**config.mk**
```make
export PLATFORM = sky130hd
export DESIGN_NAME = pdc_dual_detector
export DESIGN_NICKNAME = d
export VERILOG_FILES = /design/src/rtl/pdc_pkg.sv /design/src/rtl/pdc_input_stage.sv /design/src/rtl/pdc_xor_cmp.sv /design/src/rtl/pdc_edge_fsm.sv /design/src/rtl/pdc_dual_detector.sv
export SDC_FILE = /design/constraint.sdc
export NUM_CORES = 1
export LEC_CHECK = 0
export BUFFER_PORTS_ARGS = -buffer_cell sky130_fd_sc_hd__buf_2
export CAP_MARGIN = 10
export CORE_AREA = 8 8 45 47
export CTS_BUF_LIST = sky130_fd_sc_hd__clkbuf_16
export CTS_CLUSTER_SIZE = 25
export DETAILED_ROUTE_END_ITERATION = 6
export DIE_AREA = 0 0 53 55
export GPL_TIMING_DRIVEN = 0
export HOLD_SLACK_MARGIN = 0.08
export MAX_ROUTING_LAYER = met4
export PLACE_DENSITY_LB_ADDON = 0.08
export SKIP_LAST_GASP = 1
export SYNTH_ARGS = -nofsm -noshare
export SYNTH_HDL_FRONTEND = slang
export SYNTH_SLANG_ARGS = --single-unit
```
**constraint.sdc**
```tcl
create_clock -name clk -period 2.03 [get_ports clk]
set_input_delay 0 -clock clk [delete_from_list [all_inputs] [get_ports clk]]
set_output_delay 0 -clock clk [all_outputs]
set_load 0.05 [all_outputs]
```
**src/rtl/pdc_pkg.sv**
```systemverilog
package pdc_pkg;

    // States of the rising-edge phase-frequency detector
    typedef enum logic [1:0] {
        PD_IDLE   = 2'b00,
        PD_LEAD_A = 2'b01,
        PD_LEAD_B = 2'b10,
        PD_CLEAR  = 2'b11
    } pd_state_e;

    localparam int unsigned PDC_DEF_SYNC = 2;

endpackage

```
**src/rtl/pdc_input_stage.sv**
```systemverilog
module pdc_input_stage #(
    parameter int unsigned SYNC_STAGES = 2
) (
    input  logic clk,
    input  logic rst,
    input  logic raw_in,
    output logic level,
    output logic rise
);

    localparam int unsigned MSB = SYNC_STAGES - 1;

    logic [MSB:0] chain;
    logic         level_prev;

    generate
        if (SYNC_STAGES == 1) begin : g_single
            always_ff @(posedge clk) begin
                if (rst) chain <= '0;
                else     chain <= raw_in;
            end
        end else begin : g_multi
            always_ff @(posedge clk) begin
                if (rst) chain <= '0;
                else     chain <= {chain[MSB-1:0], raw_in};
            end
        end
    endgenerate

    always_ff @(posedge clk) begin
        if (rst) level_prev <= 1'b0;
        else     level_prev <= chain[MSB];
    end

    assign level = chain[MSB];
    assign rise  = chain[MSB] & ~level_prev;

    AST_RISE_PULSE: assert property (@(posedge clk) disable iff (rst)
        rise |=> !rise);

endmodule

```
**src/rtl/pdc_xor_cmp.sv**
```systemverilog
module pdc_xor_cmp (
    input  logic clk,
    input  logic rst,
    input  logic a_lvl,
    input  logic b_lvl,
    output logic err
);

    logic err_q;

    always_ff @(posedge clk) begin
        if (rst) err_q <= 1'b0;
        else     err_q <= a_lvl ^ b_lvl;
    end

    assign err = err_q;

    AST_XOR_DIFF: assert property (@(posedge clk) disable iff (rst)
        (a_lvl != b_lvl) |=> err);
    AST_XOR_SAME: assert property (@(posedge clk) disable iff (rst)
        (a_lvl == b_lvl) |=> !err);

endmodule

```
**src/rtl/pdc_edge_fsm.sv**
```systemverilog
module pdc_edge_fsm
    import pdc_pkg::*;
(
    input  logic clk,
    input  logic rst,
    input  logic rise_a,
    input  logic rise_b,
    output logic drive,
    output logic oe,
    output logic lock
);

    pd_state_e state, state_nx;

    // next-state decode
    always_comb begin
        state_nx = state;
        unique case (state)
            PD_IDLE: begin
                if (rise_a && !rise_b)      state_nx = PD_LEAD_A;
                else if (rise_b && !rise_a) state_nx = PD_LEAD_B;
                else                        state_nx = PD_IDLE;
            end
            PD_LEAD_A: if (rise_b) state_nx = PD_CLEAR;
            PD_LEAD_B: if (rise_a) state_nx = PD_CLEAR;
            PD_CLEAR:  state_nx = PD_IDLE;
            default:   state_nx = PD_IDLE;
        endcase
    end

    // state register
    always_ff @(posedge clk) begin
        if (rst) state <= PD_IDLE;
        else     state <= state_nx;
    end

    // output decode
    always_comb begin
        drive = 1'b0;
        oe    = 1'b0;
        lock  = 1'b0;
        unique case (state)
            PD_IDLE:   lock = 1'b1;
            PD_LEAD_A: begin oe = 1'b1; drive = 1'b1; end
            PD_LEAD_B: begin oe = 1'b1; drive = 1'b0; end
            PD_CLEAR:  lock = 1'b0;
            default:   lock = 1'b0;
        endcase
    end

    logic rst_q;
    always_ff @(posedge clk) rst_q <= rst;

    always @(posedge clk) begin
        if (rst_q) begin
            AST_RESET_IDLE: assert (lock && !oe);
        end
    end

    AST_A_LEADS: assert property (@(posedge clk) disable iff (rst)
        (state == PD_IDLE && rise_a && !rise_b) |=> (oe && drive && !lock));
    AST_B_LEADS: assert property (@(posedge clk) disable iff (rst)
        (state == PD_IDLE && rise_b && !rise_a) |=> (oe && !drive && !lock));
    AST_CLEAR_ONE: assert property (@(posedge clk) disable iff (rst)
        (state == PD_CLEAR) |=> (lock && !oe));
    AST_COINCIDENT: assert property (@(posedge clk) disable iff (rst)
        (state == PD_IDLE && rise_a && rise_b) |=> lock);
    AST_HOLD_A: assert property (@(posedge clk) disable iff (rst)
        (state == PD_LEAD_A && !rise_b) |=> (oe && drive));
    AST_HOLD_B: assert property (@(posedge clk) disable iff (rst)
        (state == PD_LEAD_B && !rise_a) |=> (oe && !drive));
    AST_LOCK_UNDRIVEN: assert property (@(posedge clk) disable iff (rst)
        lock |-> !oe);

endmodule

```
**src/rtl/pdc_dual_detector.sv**
```systemverilog
module pdc_dual_detector #(
    parameter int unsigned SYNC_STAGES = pdc_pkg::PDC_DEF_SYNC
) (
    input  logic clk,
    input  logic rst,
    input  logic sig_a,
    input  logic sig_b,
    output logic xor_err,
    output logic pfd_drive,
    output logic pfd_oe,
    output logic lock_flag
);

    logic a_lvl, a_rise, b_lvl, b_rise;

    pdc_input_stage #(.SYNC_STAGES(SYNC_STAGES)) u_in_a (
        .clk(clk), .rst(rst), .raw_in(sig_a), .level(a_lvl), .rise(a_rise)
    );

    pdc_input_stage #(.SYNC_STAGES(SYNC_STAGES)) u_in_b (
        .clk(clk), .rst(rst), .raw_in(sig_b), .level(b_lvl), .rise(b_rise)
    );

    pdc_xor_cmp u_xor (
        .clk(clk), .rst(rst), .a_lvl(a_lvl), .b_lvl(b_lvl), .err(xor_err)
    );

    pdc_edge_fsm u_pfd (
        .clk(clk), .rst(rst), .rise_a(a_rise), .rise_b(b_rise),
        .drive(pfd_drive), .oe(pfd_oe), .lock(lock_flag)
    );

    AST_DRIVE_QUIET: assert property (@(posedge clk) disable iff (rst)
        !pfd_oe |-> !pfd_drive);

endmodule

```
==> results by group, run 1 <==
Critical path
  • CP Max Fanout: 3
  • Critical path class: reg2reg
  • Critical Path RT: 2.15 ns
  • Crit path DAT: 1.49 ns
  • R2R depth: 6
  • Crit start category: register
  • CP endpoint kind: register

Floorplan
  • Die area: 2915 sq um
  • Die Y-Extent: 55 um
  • Row cnt: 14
  • Die W: 53 um
  • Starting Density: 27.76%
  • Core ar.: 1384 sq um
  • Top Ports: 8

Clock network
  • Clk buf depth: 2
  • Clk sinks: 9
  • Clk root buf: clkbuf_16
  • Clk_lat worst skew: 0.23 ns
  • # H-tree levels: 1
  • CTS tree: done
  • TritonCTS Buffers: 3
  • Post-CTS Setup Inserts: 0
  • CTS clk-pin slew, worst paths: 0.04 ns

Synth
  • Syn nets: 43
  • Syn Area/Cell: 10.97 sq um
  • YS warnings: 0
  • Sequential element share of the synthesized area: 46.91%
  • Yosys cell types: 13
  • Synth Instances: 35
  • Area contributors post-synth: dfxtp_1 47%, ha_1 13%, nor2b_1 11%, a22oi_4 5.5%, a211oi_2 3.3%
  • Synth area leader: dfxtp_1
  • Mapped cell area: 384.1 sq um
  • Yosys reg bits: 9
  • Yosys top cell area share: 46.91%

Worst hold path
  • Min-Delay Path Class: reg2reg
  • Hold Path Stages: 1

Pwr
  • Max VDD drop: 484.9 uV
  • Pleak: 0.2572 nW
  • Combinational Power Share: 19.0%
  • Int Pwr: 0.4892 mW
  • Clock Power Share: 51.4%
  • Net Sw Frac: 25.46%
  • Psw: 0.1671 mW
  • P per Cell Area: 1155 nW/um^2
  • Reg power frac: 29.6%

Placement
  • Final HPWL DP: 463.6 um
  • Post-Place Worst Slack: 0.6491 ns
  • Port Buf Inserts: 7
  • Gpl congestion: 0.6485

Route
  • Antenna Nets Post-Route: 0
  • Via density: 4.149
  • Pre-antenna DRT Iters: 1
  • DR DRC count: 0
  • Routed length per instance: 9.657 um
  • DR vias: 278
  • Final wirelength: 647 um
  • Iteration-0 DRC Markers: 0

Status
  • Status: complete, no violations

Layout
  • Filler cells: 137
  • Synthesis-to-finish area growth: 47.88%
  • Commonest non-fill, non-tap cells in the layout: 9 x dfxtp_1, 7 x nor2b_1, 7 x buf_2
  • Diodes inserted: 0
  • Final #Nets: 60
  • Layout cells sized above 1: 25.49%
  • Commonest non-fill, non-tap cell in the layout: dfxtp_1

Timing
  • Pins over their slew limit: 0
  • Setup TNS: 0 ns
  • Max transition margin: 83.03%
  • Worst-margin pin slew: 0.2564 ns
  • Worst setup margin: 0.6585 ns
  • Clock skew: 0.002096 ns
  • Final Hold Viols: 0
  • RSZ-0062 raised after global routing: false
  • Final setup violation count: 0
  • Final Cycle Share: 67.56%
  • Fmax achieved: 729.1 MHz
  • Final min period: 1.372 ns

Flow run
  • Max cap viols: 0

Global route
  • Initial antenna violation count: 0
  • All-Layer GR Usage: 6.091%
  • Vias in the first global route: 285
  • Overflow after GRT: 0
  • Largest net degree at the start of global routing: 10
  • First-pass GRT wire length: 1145 um
[path summary, 6_finish.rpt]
check                                                 start                           to  slack (ns)
worst max register to register  u_pfd.state[0]$_SDFFE_PP0P_  u_pfd.state[1]$_SDFFE_PP0P_        0.66
worst min register to register   u_in_b.chain[0]$_SDFF_PP0_   u_in_b.chain[1]$_SDFF_PP0_        0.44
worst max-delay path            u_pfd.state[0]$_SDFFE_PP0P_  u_pfd.state[1]$_SDFFE_PP0P_        0.66
worst min-delay path             u_in_b.chain[0]$_SDFF_PP0_   u_in_b.chain[1]$_SDFF_PP0_        0.44
[logic make-up after synthesis]
logic type,count (synthesis),share of synthesized area [%]
flops,9,46.90
compound gates,5,14.01
fa+ha+maj,4,13.03
buf+inv,3,2.931
mux,1,2.606
xor+xnor,1,2.281
simple gates,12,18.24
[Yosys cell counts]
library cell	n
a211oi_2	1
a21oi_1	2
nor2_1	3
nand2b_1	1
xnor2_1	1
a41o_1	1
nor2b_1	7
mux2i_1	1
nand2b_2	1
ha_1	4
a22oi_4	1
dfxtp_1	9
inv_1	3
[metal layers]
metal	vias up	GRT usage [%]	wire length (um)
li1	146	-	-
met1	117	5.802	285
met2	10	8.398	266
met3	5	2.406	57
met4	0	7.759	38
met5	-	-	0
[power by group through the flow]
stage	logic, mW	clock network (mW)	registers (mW)
global route	0.136	0.355	0.196
detailed placement	0.118	0	0.197
floorplan	0.0965	0	0.199
finish	0.125	0.337	0.194
CTS	0.127	0.344	0.194
global placement	0.116	0	0.197
[cell type report]
| cell class | instances | area [sq um] | area share (%) |
|---|---|---|---|
| inverters | 3 | 11.26 | 1.982 |
| flip-flops and latches | 9 | 180.2 | 31.72 |
| multi-input cells | 23 | 192.7 | 33.92 |
| clock buffers | 3 | 75.07 | 13.22 |
| repair buffers | 12 | 85.08 | 14.98 |
| clock inverters | 1 | 3.754 | 0.6608 |
| well taps | 16 | 20.02 | 3.524 |
[repair_timing]
action / 4_1_cts / 5_1_grt
hold endpoints to repair: 9 / 0
hold buffers: 5 / 0
resized for setup: 0 / 0
[per-stage QoR]
step	hold WS, ns	cell area, sq um	total power [mW]	utilization (%)	cells
floorplan	0.06465	384.1	0.2960	-	35
global placement	0.2163	439.2	0.3130	31.74	58
detailed placement	0.2182	439.2	0.3152	31.74	58
CTS	0.4424	568.0	0.6653	41.05	67
global route	0.4597	568.0	0.6875	41.05	67
finish	0.4354	568.0	0.6563	41.05	67
[critical path, cell delays in order (launching register included)]
cell     delay, ns
dfxtp_1       0.34
inv_1         0.09
ha_1          0.31
nor2b_1       0.14
a41o_1        0.20
mux2i_1       0.13
nor2_1        0.05
[registers in the layout, indices dropped and copies added (netlist names)]
signal and flops:
u_in_a.chain 2, u_in_b.chain 2, u_pfd.state 2, u_in_a.level_prev 1, u_in_b.level_prev 1, u_xor.err 1
No activity file was read; power rests on OpenSTA's default activity.
==> run 2, diff against run 1 <==
- ABC_AREA: unset -> 1
- clock period: 2.03 -> 1.2 ns (I/O delays scaled with it)
==> run 2 against run 1 <==
  * Largest cell class unchanged
  * Non-clock buffer count grew 1
  * First-iteration DRC count grew 5
  * Largest power group is now combinational logic
  * Power grew to 2.7 times the previous value
  * Critical path type is now reg2out
  * Area after synthesis grew 8.5%
  * Global-route usage shrank 0.17 points
  * Highest routed layer unchanged
  * Critical path depth shrank 3
==> results by group, run 2 <==
Worst hold path
  • Min-Delay Path Class: reg2reg (unchanged)
  • Hold Path Stages: 2 (was 1)
  • Beginning of the worst hold path: u_in_a.chain[0]$_SDFF_PP0_ (was u_in_b.chain[0]$_SDFF_PP0_)
  • Hold Path Sink: u_in_a.chain[1]$_SDFF_PP0_ (was u_in_b.chain[1]$_SDFF_PP0_)

Timing
  • Final Cycle Share: 97.03%
  • Clock skew: 0.001243 ns (was 0.002096 ns)
  • Worst-margin pin slew: 0.2491 ns (was 0.2564 ns)
  • Worst hold slack: 0.3965 ns (was 0.4354 ns)
  • Setup TNS: 0 ns (unchanged)
  • Max transition margin: 83.50% (was 83.03%)
  • Final min period: 1.164 ns
  • RSZ-0062 raised after global routing: true (was false)
  • Final setup violation count: 0 (unchanged)
  • Worst setup margin: 0.03567 ns (was 0.6585 ns)
  • Fmax achieved: 858.9 MHz
  • Pins over their slew limit: 0 (unchanged)
  • Final Hold Viols: 0 (unchanged)

Critical path
  • R2R Path Start: u_pfd.state[1]$_SDFFE_PP0P_ (was u_pfd.state[0]$_SDFFE_PP0P_)
  • Critical Path RT: 1.20 ns (was 2.15 ns)
  • Crit path depth: 3 (was 6)
  • R2r setup slk: 0.06 ns (was 0.66 ns)
  • Reg-to-reg critical path endpoint: u_pfd.state[0]$_SDFFE_PP0P_ (was u_pfd.state[1]$_SDFFE_PP0P_)
  • Worst path top cell family by delay: flip-flops (unchanged)
  • CP max stage delay: 0.34 ns (about the same)
  • CP Max Fanout: 4 (was 3)
  • Crit start category: register (unchanged)
  • Critical path class: reg2out (was reg2reg)
  • R2R depth: 6 (unchanged)
  • Crit path DAT: 1.16 ns (was 1.49 ns)
  • CP Cell Sequence: bufinv_8, ha_4, buf_8 (was inv_1, ha_1, nor2b_1, a41o_1, mux2i_1, nor2_1)
  • CP endpoint kind: output pin (was register)
  • Worst Path Buf+Inv: 2 (was 1)
  • Slowest CP cell: dfxtp_2 (was dfxtp_1)

Floorplan
  • Die area: 2915 sq um (unchanged)
  • Starting Density: 30.11% (was 27.76%)
  • Die W: 53 um (unchanged)
  • Core ar.: 1384 sq um (unchanged)
  • Row cnt: 14 (unchanged)
  • Die Y-Extent: 55 um (unchanged)
  • Top Ports: 8 (unchanged)

Global route
  • First-pass GRT wire length: 1228 um (was 1145 um)
  • All-Layer GR Usage: 5.919% (was 6.091%)
  • Largest net degree at the start of global routing: 7 (was 10)
  • Initial antenna violation count: 0 (unchanged)
  • Overflow after GRT: 0 (unchanged)
  • Vias in the first global route: 321 (was 285)

Clock network
  • CTS clk-pin slew, worst paths: 0.04 ns (about the same)
  • Clk sinks: 9 (unchanged)
  • Post-CTS Setup Inserts: 0 (unchanged)
  • TritonCTS Buffers: 3 (unchanged)
  • Clk root buf: clkbuf_16 (unchanged)
  • CTS tree: done (unchanged)
  • # H-tree levels: 1 (unchanged)
  • Clk_lat worst skew: 0.23 ns (about the same)
  • Clk buf depth: 2 (unchanged)

Pwr
  • Combinational Power Share: 46.7% (was 19.0%)
  • Reg power frac: 20.7% (was 29.6%)
  • Clock Power Share: 32.6% (was 51.4%)
  • Net Sw Frac: 35.74% (was 25.46%)
  • Max VDD drop: 1140 uV (was 484.9 uV)
  • Psw: 0.6313 mW (was 0.1671 mW)
  • P per Cell Area: 2726 nW/um^2 (was 1155 nW/um^2)
  • Int Pwr: 1.135 mW (was 0.4892 mW)
  • Pleak: 0.3232 nW (was 0.2572 nW)
  • Total power: 1.767 mW (was 0.6563 mW)

Layout
  • Final #Nets: 79 (was 60)
  • Final Non-Filler Cells: 86 (was 67)
  • Commonest non-fill, non-tap cell in the layout: nor2_1 (was dfxtp_1)
  • Fin util: 46.84% (was 41.05%)
  • Layout cells sized above 1: 25.71% (was 25.49%)
  • Non-Filler Cell Area, Final: 648.1 sq um (was 568.0 sq um)
  • Largest regs: u_in_a.chain (2), u_in_b.chain (2), u_pfd.state (2) (unchanged)
  • Synthesis-to-finish area growth: 55.56% (was 47.88%)
  • Diodes inserted: 0 (unchanged)
  • Commonest non-fill, non-tap cells in the layout: 13 x nor2_1, 10 x inv_1, 10 x nand2_1 (was 9 x dfxtp_1, 7 x nor2b_1, 7 x buf_2)

Route
  • Final wirelength: 709 um (was 647 um)
  • Via density: 3.919 (was 4.149)
  • Routed length per instance: 8.244 um (was 9.657 um)
  • Iteration-0 DRC Markers: 5 (was 0)
  • DR vias: 337 (was 278)
  • DR DRC count: 0 (unchanged)
  • Antenna Nets Post-Route: 0 (unchanged)
  • Pre-antenna DRT Iters: 2 (was 1)

Placement
  • Final HPWL DP: 529.5 um (was 463.6 um)
  • Port Buf Inserts: 7 (unchanged)
  • Gpl congestion: 0.6820 (was 0.6485)
  • Placed Cells: 76 (was 58)
  • Post-Place Worst Slack: 0.07897 ns (was 0.6491 ns)
  • Post-Place Cell Area: 498.0 sq um (was 439.2 sq um)

Synth
  • Post-synth EDFFs: 0 (unchanged)
  • Mapped cell area: 416.7 sq um (was 384.1 sq um)
  • Yosys reg bits: 9 (unchanged)
  • Post-synth top flop: dfxtp_1 (unchanged)
  • YS warnings: 0 (unchanged)
  • Syn nets: 61 (was 43)
  • Synth area leader: dfxtp_1 (unchanged)
  • Area contributors post-synth: dfxtp_1 43%, ha_1 12%, nor2_1 12%, inv_1 9.0%, nand2_1 9.0% (was dfxtp_1 47%, ha_1 13%, nor2b_1 11%, a22oi_4 5.5%, a211oi_2 3.3%)
  • Ys async rst share: 0% (unchanged)
  • Count leader, synth: nor2_1 (was dfxtp_1)
  • Post-synth top cells: 13 x nor2_1, 10 x inv_1, 10 x nand2_1 (was 9 x dfxtp_1, 7 x nor2b_1, 4 x ha_1)
  • Sequential element share of the synthesized area: 43.24% (was 46.91%)
  • Yosys top cell area share: 43.24% (was 46.91%)
  • Synth Instances: 53 (was 35)
  • Syn Area/Cell: 7.861 sq um (was 10.97 sq um)
  • Yosys cell types: 9 (was 13)

Flow run
  • Max cap viols: 0 (unchanged)

Status
  • Status: complete, no violations (unchanged)
-- run 2: cell count changes in the layout (fill, tap and decap cells not counted), moves of 2 or more --
| cell | before | now |
|---|---|---|
| bufinv_8 | 0 | 2 |
| nand2_1 | 0 | 10 |
| nor2b_1 | 7 | 0 |
| nor2_1 | 3 | 13 |
| ha_1 | 4 | 2 |
| ha_4 | 0 | 2 |
| inv_1 | 4 | 10 |
| nand2_2 | 0 | 2 |
| nand3_1 | 0 | 2 |
-- run 2: worst register-to-register path: cells and delay by family (launching register included) --
family	cells	cell delay [ns]
simple gates	4	0.28
fa+ha+maj	1	0.24
buf+inv	1	0.19
flops	1	0.32
-- run 2: cell type report --
type                    instances  area [sq um]
repair buffers                 13         105.1
clock inverters                 1         5.005
inverters                      12         72.57
flip-flops and latches          9         181.4
clock buffers                   3         75.07
fillers                       133         735.7
well taps                      16         20.02
multi-input cells              32         188.9
-- run 2: cells by family after synthesis --
family                   count (synthesis)  share of synthesized area (%)
adder cells (fa/ha/maj)                  4                          12.01
AND/OR/NAND/NOR                         27                          26.13
AO/OA/AOI/OAI                            1                          1.200
buffers and inverters                   12                          17.42
flip-flops                               9                          43.24
-- run 2: how the worst max path moves through the flow --
stage	start	to	slack (ns)
floorplan	u_pfd.state[0]$_SDFFE_PP0P_	u_pfd.state[0]$_SDFFE_PP0P_	0.03
finish	u_pfd.state[0]$_SDFFE_PP0P_	pfd_oe	0.04
global placement	u_pfd.state[0]$_SDFFE_PP0P_	u_pfd.state[0]$_SDFFE_PP0P_	0.06
global route	u_pfd.state[1]$_SDFFE_PP0P_	u_pfd.state[1]$_SDFFE_PP0P_	-0.001
CTS	u_pfd.state[0]$_SDFFE_PP0P_	pfd_oe	0.02
detailed placement	u_pfd.state[1]$_SDFFE_PP0P_	u_pfd.state[0]$_SDFFE_PP0P_	0.08
-- run 2: power by group through the flow --
stage | Clock (mW) | Combinational [mW] | Sequential (mW)
floorplan | 0 | 0.695 | 0.375
global placement | 0 | 0.748 | 0.371
detailed placement | 0 | 0.741 | 0.372
CTS | 0.587 | 0.802 | 0.367
global route | 0.607 | 0.892 | 0.371
finish | 0.576 | 0.824 | 0.366
-- run 2: timing repair --
action	4_1_cts	5_1_grt
setup endpoints to repair	1	1
endpoints found under the hold margin	6	0
cloned	0	0
pin swaps	0	0
resized for setup	2	1
hold buffers	6	0
-- run 2: routing by layer --
layer / vias up / routed length, um / share of wire (%) / GRT usage, %
li1: 188 / - / - / -
met2: 6 / 327 / 46 / 9.180
met3: 2 / 24 / 3.4 / 1.604
met1: 141 / 336 / 47 / 5.640
met4: 0 / 19 / 2.7 / 6.466
met5: - / 0 / 0 / -
==> run 3, diff against run 2 <==
- CTS_BUF_LIST: sky130_fd_sc_hd__clkbuf_16 -> unset
- TNS_END_PERCENT: unset -> 20
==> run 3 against run 2 <==
  * Global-route usage shrank 0.060 points
  * Critical path depth up 1
  * Sequential share of layout area rose by 3.1 points
==> results by group, run 3 (synthesis gave the netlist of run 2 again) <==
Timing
  • Fmax achieved: 866.4 MHz (was 858.9 MHz)
  • Worst hold slack: 0.4002 ns (was 0.3965 ns)
  • Final Hold Viols: 0 (unchanged)
  • Setup TNS: 0 ns (unchanged)
  • Clock skew: 0.005081 ns (was 0.001243 ns)
  • Max transition margin: 83.51% (was 83.50%)
  • Worst setup margin: 0.04580 ns (was 0.03567 ns)
  • Pins over their slew limit: 0 (unchanged)
  • RSZ-0062 raised after global routing: false (was true)
  • Final min period: 1.154 ns (was 1.164 ns)
  • Final setup violation count: 0 (unchanged)
  • Worst-margin pin slew: 0.2491 ns (about the same)
  • Final Cycle Share: 96.18% (was 97.03%)

Status
  • Status: complete, no violations (unchanged)

Worst hold path
  • Min-Delay Path Class: reg2reg (unchanged)
  • Beginning of the worst hold path: u_in_a.chain[0]$_SDFF_PP0_ (unchanged)

Clock network
  • # H-tree levels: 1 (unchanged)
  • Clk root buf: clkbuf_4 (was clkbuf_16)
  • Clk_lat worst skew: 0.26 ns (was 0.23 ns)
  • CTS clk-pin slew, worst paths: 0.06 ns (was 0.04 ns)
  • CTS tree: done (unchanged)
  • Clk buf depth: 2 (unchanged)
  • Clk sinks: 9 (unchanged)
  • TritonCTS Buffers: 3 (unchanged)

Route
  • Via density: 3.965 (was 3.919)
  • DR top layer: met4 (unchanged)
  • DR DRC count: 0 (unchanged)
  • Met2 wire len: 312 um (was 327 um)
  • DR vias: 341 (was 337)
  • Pre-antenna DRT Iters: 2 (unchanged)
  • Antenna Nets Post-Route: 0 (unchanged)
  • Iteration-0 DRC Markers: 5 (unchanged)
  • Met3 wire length: 32 um (was 24 um)
  • Final wirelength: 709 um (unchanged)
  • M1 WL: 336 um (unchanged)
  • Routed length per instance: 8.244 um (unchanged)

Layout
  • Commonest non-fill, non-tap cells in the layout: 13 x nor2_1, 10 x inv_1, 10 x nand2_1 (unchanged)
  • Sequential cell area: 182.7 sq um (was 181.4 sq um)
  • Commonest non-fill, non-tap cell in the layout: nor2_1 (unchanged)
  • Synthesis-to-finish area growth: 41.14% (was 55.56%)
  • Non-Filler Cell Area, Final: 588.1 sq um (was 648.1 sq um)
  • Filler cells: 144 (was 133)
  • Diodes inserted: 0 (unchanged)
  • Largest regs: u_in_a.chain (2), u_in_b.chain (2), u_pfd.state (2) (unchanged)
  • Layout cells sized above 1: 28.57% (was 25.71%)
  • Multi-input combinational cell area: 188.9 sq um (unchanged)
  • Final #Nets: 79 (unchanged)

Floorplan
  • Die area: 2915 sq um (unchanged)
  • Top Ports: 8 (unchanged)
  • Die W: 53 um (unchanged)
  • Row cnt: 14 (unchanged)
  • Starting Density: 30.11% (unchanged)
  • Core ar.: 1384 sq um (unchanged)
  • Die Y-Extent: 55 um (unchanged)

Critical path
  • Crit start category: input pin (was register)
  • Critical Path RT: 1.34 ns (was 1.20 ns)
  • Crit path DAT: 1.30 ns (was 1.16 ns)
  • Worst setup path startpoint: rst (was u_pfd.state[0]$_SDFFE_PP0P_)
  • CP endpoint kind: register (was output pin)
  • Critical path class: in2reg (was reg2out)
  • CP Max Fanout: 7 (was 4)
  • R2R Path Start: u_pfd.state[0]$_SDFFE_PP0P_ (was u_pfd.state[1]$_SDFFE_PP0P_)

Global route
  • First-pass GRT wire length: 1179 um (was 1228 um)
  • Vias in the first global route: 317 (was 321)
  • All-Layer GR Usage: 5.859% (was 5.919%)
  • Initial antenna violation count: 0 (unchanged)
  • Largest net degree at the start of global routing: 8 (was 7)
  • Overflow after GRT: 0 (unchanged)

Placement
  • Post-Place Cell Area: 498.0 sq um (unchanged)
  • Port Buf Inserts: 7 (unchanged)
  • Post-Place Worst Slack: 0.07897 ns (unchanged)
  • Gpl congestion: 0.6820 (unchanged)
  • Final HPWL DP: 529.5 um (unchanged)

Pwr
  • P per Cell Area: 2410 nW/um^2 (was 2726 nW/um^2)
  • Pleak: 0.2969 nW (was 0.3232 nW)
  • Max VDD drop: 729.3 uV (was 1140 uV)

Flow run
  • Max cap viols: 0 (unchanged)
## run 3: metrics by stage
step	power [mW]	util, %	cells
2_1_floorplan	1.070	-	53
3_3_place_gp	1.119	35.99	76
3_5_place_dp	1.113	35.99	76
4_1_cts	1.459	42.86	86
5_1_grt	1.516	42.50	86
6_report	1.417	42.50	86
## run 3: worst max-delay path, cell delays in order
cell and delay [ns]:
dlygate4sd3_1 0.52, buf_2 0.17, nor2_1 0.06, dlygate4sd3_1 0.54
## run 3: what timing repair did
action,CTS,global route
gates resized for setup,3,2
setup buffers,1,0
hold buffers,5,0
pin swaps,0,1
setup endpoints to repair,1,2
hold endpoints to repair,6,0
cloned,0,0
## run 3: where the power goes
part	internal (mW)	leakage [nW]	total (mW)	switching (mW)
combinational	0.334	0.204	0.815	0.481
clock	0.123	0.0177	0.225	0.103
sequential	0.343	0.0748	0.377	0.0334
total	0.800	0.297	1.42	0.617
## run 3: layer usage
metal / vias up / GRT usage, %
li1: 187 / -
met1: 142 / 5.479
met2: 8 / 8.594
met3: 4 / 1.604
met4: 0 / 7.759
met5: - / -
## run 3: layout make-up
| type | instances | share of cell area, % |
|---|---|---|
| Multi-Input combinational cell | 32 | 32.13 |
| Sequential cell | 9 | 31.06 |
| Timing Repair Buffer | 13 | 17.45 |
| Inverter | 12 | 11.28 |
| Clock buffer | 3 | 3.830 |
| Tap cell | 16 | 3.404 |
| Clock inverter | 1 | 0.8511 |
## run 3: path summary, 6_finish.rpt
path              cells past startpoint  slack, ns                     endpoint
hold reg to reg                       2       0.40   u_in_a.chain[1]$_SDFF_PP0_
setup / recovery                      4       0.05   u_in_b.chain[0]$_SDFF_PP0_
hold / removal                        2       0.40   u_in_a.chain[1]$_SDFF_PP0_
setup reg to reg                      6       0.07  u_pfd.state[0]$_SDFFE_PP0P_
